===== config.mk =====
export PLATFORM = sky130hd
export DESIGN_NAME = sbl_store_unit
export DESIGN_NICKNAME = d
export VERILOG_FILES = /design/src/rtl/sbl_pkg.sv /design/src/rtl/sbl_lane_decode.sv /design/src/rtl/sbl_data_steer.sv /design/src/rtl/sbl_beat_reg.sv /design/src/rtl/sbl_store_unit.sv
export SDC_FILE = /design/constraint.sdc
export NUM_CORES = 1
export LEC_CHECK = 0
export BUFFER_PORTS_ARGS = -buffer_cell sky130_fd_sc_hd__buf_4
export CAP_MARGIN = 20
export CORE_UTILIZATION = 42
export CTS_BUF_LIST = sky130_fd_sc_hd__clkbuf_4 sky130_fd_sc_hd__clkbuf_8 sky130_fd_sc_hd__clkbuf_16
export CTS_CLUSTER_DIAMETER = 80
export CTS_CLUSTER_SIZE = 24
export DETAILED_ROUTE_END_ITERATION = 16
export PLACE_DENSITY = 0.76
export SYNTH_ARGS = -nofsm -noshare
export SYNTH_HDL_FRONTEND = slang
export SYNTH_HIERARCHICAL = 1
export SYNTH_SLANG_ARGS = --single-unit

===== constraint.sdc =====
create_clock -name clk -period 1.05 [get_ports clk]
set_input_delay 0.21 -clock clk [delete_from_list [all_inputs] [get_ports clk]]
set_output_delay 0.21 -clock clk [all_outputs]
set_load 0.1 [all_outputs]

===== src/rtl/sbl_pkg.sv =====
// Package: shared types for the store byte-lane unit.
// Assumes: nothing beyond standard SystemVerilog.
package sbl_pkg;

    // Fill mode selecting which side of the addressed byte is written
    typedef enum logic {
        FILL_HEAD_FROM_ADDR = 1'b0,   // begin: addressed byte to end of word
        FILL_UP_TO_ADDR     = 1'b1    // end: start of word up to addressed byte
    } fill_mode_e;

endpackage


===== src/rtl/sbl_lane_decode.sv =====
// Module: sbl_lane_decode
// Purpose: from the byte offset and fill mode, derive the per-lane write
//          enables and the zero-length probe flag.
// Assumes: lane 0 is the lowest address and maps to the top enable bit
//          (big-endian memory).
module sbl_lane_decode
    import sbl_pkg::*;
#(
    parameter int LANES = 4,
    localparam int OFS_W = $clog2(LANES)
) (
    input  logic [OFS_W-1:0] ofs,
    input  fill_mode_e       mode,
    output logic [LANES-1:0] be,
    output logic             probe
);

    genvar gi;
    generate
        for (gi = 0; gi < LANES; gi++) begin : g_lane
            // Enable of address lane gi: after the offset in begin mode, before it in end mode
            always_comb begin
                if (mode == FILL_UP_TO_ADDR)
                    be[LANES-1-gi] = (OFS_W'(gi) < ofs);
                else
                    be[LANES-1-gi] = (OFS_W'(gi) >= ofs);
            end
        end
    endgenerate

    // Probe raised only for the empty end-mode case
    always_comb probe = (mode == FILL_UP_TO_ADDR) && (ofs == '0);

endmodule


===== src/rtl/sbl_data_steer.sv =====
// Module: sbl_data_steer
// Purpose: place store data on the byte lanes and zero every disabled lane.
// Assumes: the data needs no shift in either mode (begin mode keeps the low
//          bytes in the trailing lanes, end mode keeps the high bytes in the
//          leading lanes), so only masking is required.
module sbl_data_steer #(
    parameter int LANES = 4,
    localparam int DATA_W = LANES * 8
) (
    input  logic [DATA_W-1:0] din,
    input  logic [LANES-1:0]  be,
    output logic [DATA_W-1:0] dout
);

    genvar gl;
    generate
        for (gl = 0; gl < LANES; gl++) begin : g_steer
            // Pass the lane byte when enabled, otherwise drive zero
            always_comb dout[gl*8 +: 8] = be[gl] ? din[gl*8 +: 8] : 8'h00;
        end
    endgenerate

endmodule


===== src/rtl/sbl_beat_reg.sv =====
// Module: sbl_beat_reg
// Purpose: single registered stage between the request handshake and the
//          memory handshake; holds a beat until the memory side takes it.
// Assumes: synchronous active-low reset; the upstream may present a request
//          every cycle.
module sbl_beat_reg #(
    parameter int WADDR_W = 30,
    parameter int LANES   = 4,
    localparam int DATA_W = LANES * 8
) (
    input  logic               clk,
    input  logic               rst_n,
    input  logic               in_valid,
    output logic               in_ready,
    input  logic [WADDR_W-1:0] in_addr,
    input  logic [DATA_W-1:0]  in_data,
    input  logic [LANES-1:0]   in_be,
    input  logic               in_probe,
    output logic               out_valid,
    input  logic               out_ready,
    output logic [WADDR_W-1:0] out_addr,
    output logic [DATA_W-1:0]  out_data,
    output logic [LANES-1:0]   out_be,
    output logic               out_probe
);

    logic take;

    // Space exists when empty or when the held beat leaves this cycle
    always_comb in_ready = !out_valid || out_ready;

    // A new beat enters on a request handshake
    always_comb take = in_valid && in_ready;

    // Valid flag: set on load, cleared when the beat leaves without replacement
    always_ff @(posedge clk) begin
        if (!rst_n)
            out_valid <= 1'b0;
        else if (take)
            out_valid <= 1'b1;
        else if (out_ready)
            out_valid <= 1'b0;
    end

    // Beat payload: loaded only on a handshake, held otherwise
    always_ff @(posedge clk) begin
        if (!rst_n) begin
            out_addr  <= '0;
            out_data  <= '0;
            out_be    <= '0;
            out_probe <= 1'b0;
        end else if (take) begin
            out_addr  <= in_addr;
            out_data  <= in_data;
            out_be    <= in_be;
            out_probe <= in_probe;
        end
    end

    AST_HOLD_BEAT: assert property (@(posedge clk) disable iff (!rst_n)
        out_valid && !out_ready |=> out_valid && $stable(out_addr) && $stable(out_data)
        && $stable(out_be) && $stable(out_probe));
    AST_LOAD_SHOWS: assert property (@(posedge clk) disable iff (!rst_n)
        in_valid && in_ready |=> out_valid);
    AST_RETIRE_EMPTIES: assert property (@(posedge clk) disable iff (!rst_n)
        out_valid && out_ready && !in_valid |=> !out_valid);

endmodule


===== src/rtl/sbl_store_unit.sv =====
// Module: sbl_store_unit
// Purpose: top level; decodes a partial-word store into one aligned beat
//          with byte enables, or a zero-byte probe beat.
// Assumes: big-endian lanes, DATA_W a power-of-two multiple of 8, and an
//          address wide enough to hold the byte offset.
module sbl_store_unit
    import sbl_pkg::*;
#(
    parameter int ADDR_W = 32,
    parameter int DATA_W = 32,
    localparam int LANES   = DATA_W / 8,
    localparam int OFS_W   = $clog2(LANES),
    localparam int WADDR_W = ADDR_W - OFS_W
) (
    input  logic               clk,
    input  logic               rst_n,
    input  logic               req_valid,
    output logic               req_ready,
    input  logic [ADDR_W-1:0]  req_addr,
    input  logic [DATA_W-1:0]  req_data,
    input  logic               req_end,
    output logic               mem_valid,
    input  logic               mem_ready,
    output logic [WADDR_W-1:0] mem_addr,
    output logic [DATA_W-1:0]  mem_wdata,
    output logic [LANES-1:0]   mem_be,
    output logic               mem_probe
);

    fill_mode_e          mode;
    logic [OFS_W-1:0]    ofs;
    logic [WADDR_W-1:0]  waddr;
    logic [LANES-1:0]    be_c;
    logic                probe_c;
    logic [DATA_W-1:0]   wdata_c;

    // Split the byte address into word address and byte offset
    always_comb begin
        mode  = fill_mode_e'(req_end);
        ofs   = req_addr[OFS_W-1:0];
        waddr = req_addr[ADDR_W-1:OFS_W];
    end

    sbl_lane_decode #(.LANES(LANES)) u_decode (
        .ofs   (ofs),
        .mode  (mode),
        .be    (be_c),
        .probe (probe_c)
    );

    sbl_data_steer #(.LANES(LANES)) u_steer (
        .din  (req_data),
        .be   (be_c),
        .dout (wdata_c)
    );

    sbl_beat_reg #(.WADDR_W(WADDR_W), .LANES(LANES)) u_beat (
        .clk       (clk),
        .rst_n     (rst_n),
        .in_valid  (req_valid),
        .in_ready  (req_ready),
        .in_addr   (waddr),
        .in_data   (wdata_c),
        .in_be     (be_c),
        .in_probe  (probe_c),
        .out_valid (mem_valid),
        .out_ready (mem_ready),
        .out_addr  (mem_addr),
        .out_data  (mem_wdata),
        .out_be    (mem_be),
        .out_probe (mem_probe)
    );

    AST_PROBE_NO_LANES: assert property (@(posedge clk) disable iff (!rst_n)
        mem_valid && mem_probe |-> mem_be == '0 && mem_wdata == '0);
    AST_WRITE_HAS_LANE: assert property (@(posedge clk) disable iff (!rst_n)
        mem_valid && !mem_probe |-> mem_be != '0);
    AST_STALL_BLOCKS_REQ: assert property (@(posedge clk) disable iff (!rst_n)
        mem_valid && !mem_ready |-> !req_ready);
    AST_IDLE_READY: assert property (@(posedge clk) disable iff (!rst_n)
        !mem_valid |-> req_ready);

endmodule


==> impl_metrics.csv <==
group,metric,value,unit
clocking,numCtsBuffers,9,
sta,worst_pin_slew,0.575,ns
drt,routed-via-count,2957,
sta,hold_viol_final,0,
yosys,synth_adder_area_share,0.00426,
yosys,synth_top_family_by_area,"simple AND/OR/NAND/NOR gates",
power_and_ir_drop,max-vdd-ir-drop,0.000672,V
sta,layout_setup_ws,-0.277,ns
setup_path,worst-setup-path-type,"flip-flop to flip-flop",
finish,layout.cell_area.non_filler,5750,µm²
sta,post-route-min-period,1.33,ns
yosys,netlist_instances,334,
sta,rsz_0062_raised_after_global_routing,"yes",
sta,finalSetupViolations,136,
finish,n_antenna_cell,0,
yosys,mappedNetlistNets,404,
worst_hold_path,hold_path_class,"primary input to flip-flop",
clocking,hold_buf_cts,0,
yosys,synthSimpleGateAreaFrac,0.249,
finish,post_route_cells_drive_above_1_share,0.543,
global_routing,grt_first_pass_wirelength,15000,µm
drt,remaining_drc_errors,0,
floorplanning,placementRows,30,
clocking,clk_pin_slew,0.08,ns
global_routing,grt_pass1_vias,3037,
yosys,synth_compound_gate_area_share,0.00255,
sta,max_freq,754,MHz
drt,top_layer,"met4",
clocking,cts_root_buffer,"sky130_fd_sc_hd__clkbuf_8",
yosys,synth_xor_area_frac,0.00596,
status,failed_checks,"setup timing",
power_and_ir_drop,power-per-cell-area,1370,nW/µm²
finish,net_count_final,573,
drt,totalWireLength,10300,µm
sta,relSlewSlack,0.614,
yosys,synthMuxAreaShare,0.228,
finish,syn2layout_area_growth,95.7,%
floorplanning,chipHeight,85.7,µm
clocking,cts.sinks,68,
yosys,syn_area_per_cell,8.80,µm²
drt,first_pass_iters,4,
yosys,ys_warn_count,6,
drt,wl_met3,585,µm
setup_path,cp_max_fo,6,
status,outcome,"finished, violations left",
clocking,clkLatencyLatePin,0.33,ns
clocking,clock_tree.htree_level_count,3,
sta,layout_worst_path_cycle_share,1.26,
setup_path,reg2regPathDepth,6,
global_routing,globalRouteOverflowTotal,0,
placed_design,io_buffer_count,137,
setup_path,rrSetupSlack,-0.28,ns
placed_design,detailed_placer_s_ending_hpwl,5020,µm
sta,post_route_clock_skew,0.00899,ns
yosys,netlist-cell-type-count,14,
drt,drt-wirelength-per-cell,17.1,µm
clocking,clockBufferDepth,2,
setup_path,arrival_time_at_the_worst_endpoint,1.55,ns
setup_path,timing.rr.end,"u_beat/out_addr[6]$_SDFFE_PN0P_",
worst_hold_path,hold_end,"u_beat/out_addr[23]$_SDFFE_PN0P_",
floorplanning,die-area,7340,µm²
floorplanning,dieWidth,85.7,µm
drt,drt_first_iter_violations,105,
drt,post_drt_via_cell_ratio,4.90,
yosys,synth_seq_cells,68,
yosys,synth.yosys.seq_area_share,0.463,
worst_hold_path,hold_path_depth,3,
drt,antenna_left,0,
setup_path,timing.critical_path.from_type,"flip-flop",
power_and_ir_drop,p_leak,0.00256,µW
yosys,synth_top_cells_by_area,"sky130_fd_sc_hd__dfxtp_1 46%, sky130_fd_sc_hd__mux2i_1 23%, sky130_fd_sc_hd__nand2_1 17%",
floorplanning,design.core.area,6790,µm²
drt,detailroute.wirelength.met2,5700,µm
global_routing,largest_net_degree_at_the_start_of_global_routing,46,
global_routing,grt_usage,0.267,
placed_design,dpl-instance-area,4200,µm²
sta,report.final.slew_viol_count,0,
clocking,cts_tree,"done",
yosys,synth.top_cell.area_share,0.463,
placed_design,gpl.final_weighted_congestion,0.722,
setup_path,timing.critical_path.required,1.27,ns
setup_path,setup.worst_path.end_class,"flip-flop",
floorplanning,initial_core_util,0.433,
setup_path,reg2reg_from,"u_beat/out_valid$_SDFFE_PN0P_",
sta,tns,-9.09,ns
global_routing,number_of_antenna_violations_at_the_first_check_in_global_routing,0,
floorplanning,boundaryPins,138,
yosys,synth_top_cell_by_area,"sky130_fd_sc_hd__dfxtp_1",
worst_hold_path,hold_start,"req_addr[25]",
job,cap_violations,0,
yosys,syn-cell-area,2940,µm²
drt,wirelength_met1,3820,µm
per-stage QoR:
step	total power, µW	hold slack, ns	worst slack [ns]	cells	utilization
5_1_grt	8130	0.110	-0.291	604	0.847
3_5_place_dp	5020	0.444	-0.298	558	0.618
6_report	7870	0.121	-0.277	604	0.847
2_1_floorplan	4450	0.338	-0.576	334	-
3_3_place_gp	5000	0.440	-0.211	558	0.618
4_1_cts	7810	0.106	-0.186	596	0.836
worst max-delay path: stages (launching register included):
cell and delay, ns:
sky130_fd_sc_hd__dfxtp_4 0.35, sky130_fd_sc_hd__nand2b_4 0.07, sky130_fd_sc_hd__and2_4 0.18, sky130_fd_sc_hd__buf_8 0.12, sky130_fd_sc_hd__buf_12 0.10, sky130_fd_sc_hd__buf_12 0.12, sky130_fd_sc_hd__mux2i_1 0.28
routing by layer:
metal / track usage / vias to the layer above
met5: 0 / -
met4: 0.115 / 0
met3: 0.0674 / 22
met2: 0.503 / 125
met1: 0.280 / 1412
li1: - / 1398
timing repair:
| item | in CTS | in global routing |
|---|---|---|
| buffers inserted | 15 | 12 |
| resized for setup | 248 | 17 |
| setup endpoints to repair | 135 | 136 |
| cloned | 7 | 1 |
| pin swaps | 1 | 1 |
power breakdown:
part           internal (µW)  switching (µW)
Combinational           1190            1640
Clock                   1140             972
Sequential              2760             168
Total                   5090            2780
state kept, by name (all words and copies together) (netlist names):
name	cells
u_beat/out_addr	30
u_beat/out_be	4
u_beat/out_data	32
u_beat/out_probe	1
u_beat/out_valid	1
cells in the final DEF, fill, tap and decap left out, types with 2 or more instances in the layout:
cell / synthesis / layout
sky130_fd_sc_hd__and2_1: 32 / 32
sky130_fd_sc_hd__buf_16: 0 / 4
sky130_fd_sc_hd__dfxtp_4: 0 / 5
sky130_fd_sc_hd__buf_6: 5 / 3
sky130_fd_sc_hd__mux2i_1: 67 / 58
sky130_fd_sc_hd__inv_1: 2 / 2
sky130_fd_sc_hd__mux2i_2: 0 / 7
sky130_fd_sc_hd__xnor2_1: 2 / 2
sky130_fd_sc_hd__nand2_1: 135 / 135
sky130_fd_sc_hd__clkbuf_4: 0 / 2
sky130_fd_sc_hd__buf_4: 0 / 91
sky130_fd_sc_hd__clkinv_2: 0 / 3
sky130_fd_sc_hd__clkbuf_8: 0 / 9
sky130_fd_sc_hd__buf_12: 0 / 80
sky130_fd_sc_hd__dfxtp_2: 0 / 63
sky130_fd_sc_hd__buf_8: 0 / 2
sky130_fd_sc_hd__mux2i_4: 0 / 2
logic make-up (layout without fill, tap and decap cells):
| logic type | count (synthesis) | after routing |
|---|---|---|
| buf+inv | 25 | 199 |
| flops | 68 | 68 |
| simple gates | 170 | 170 |
| compound gates | 1 | 1 |
| xor+xnor | 2 | 2 |
| mux | 67 | 67 |
| fa+ha+maj | 1 | 1 |
worst max-delay path by stage:
stage	from	slack, ns	to
floorplan	u_beat/out_valid$_SDFFE_PN0P_	-0.58	u_beat/out_addr[0]$_SDFFE_PN0P_
global placement	req_end	-0.21	u_beat/out_data[12]$_SDFFE_PN0P_
detailed placement	req_end	-0.30	u_beat/out_data[9]$_SDFFE_PN0P_
CTS	u_beat/out_valid$_SDFFE_PN0P_	-0.19	req_ready
global route	u_beat/out_valid$_SDFFE_PN0P_	-0.29	u_beat/out_addr[6]$_SDFFE_PN0P_
finish	u_beat/out_valid$_SDFFE_PN0P_	-0.28	u_beat/out_addr[6]$_SDFFE_PN0P_
cell usage after synthesis (all sizes together):
cell type  number
a21boi          1
inv             2
mux2i          67
xnor2           2
buf            10
and2           33
clkbuf         13
nand2b          1
ha              1
nor2            1
dfxtp          68
nand2         135
final cells by class:
type                    instances  area, µm²
clock inverters                 5       52.6
clock buffers                  11        139
multi-input cells             241       1490
well taps                      96        120
fillers                       351       1040
inverters                       2       7.51
flip-flops and latches         68       1460
repair buffers                181       2480
Power figures use the tool's default switching activity.
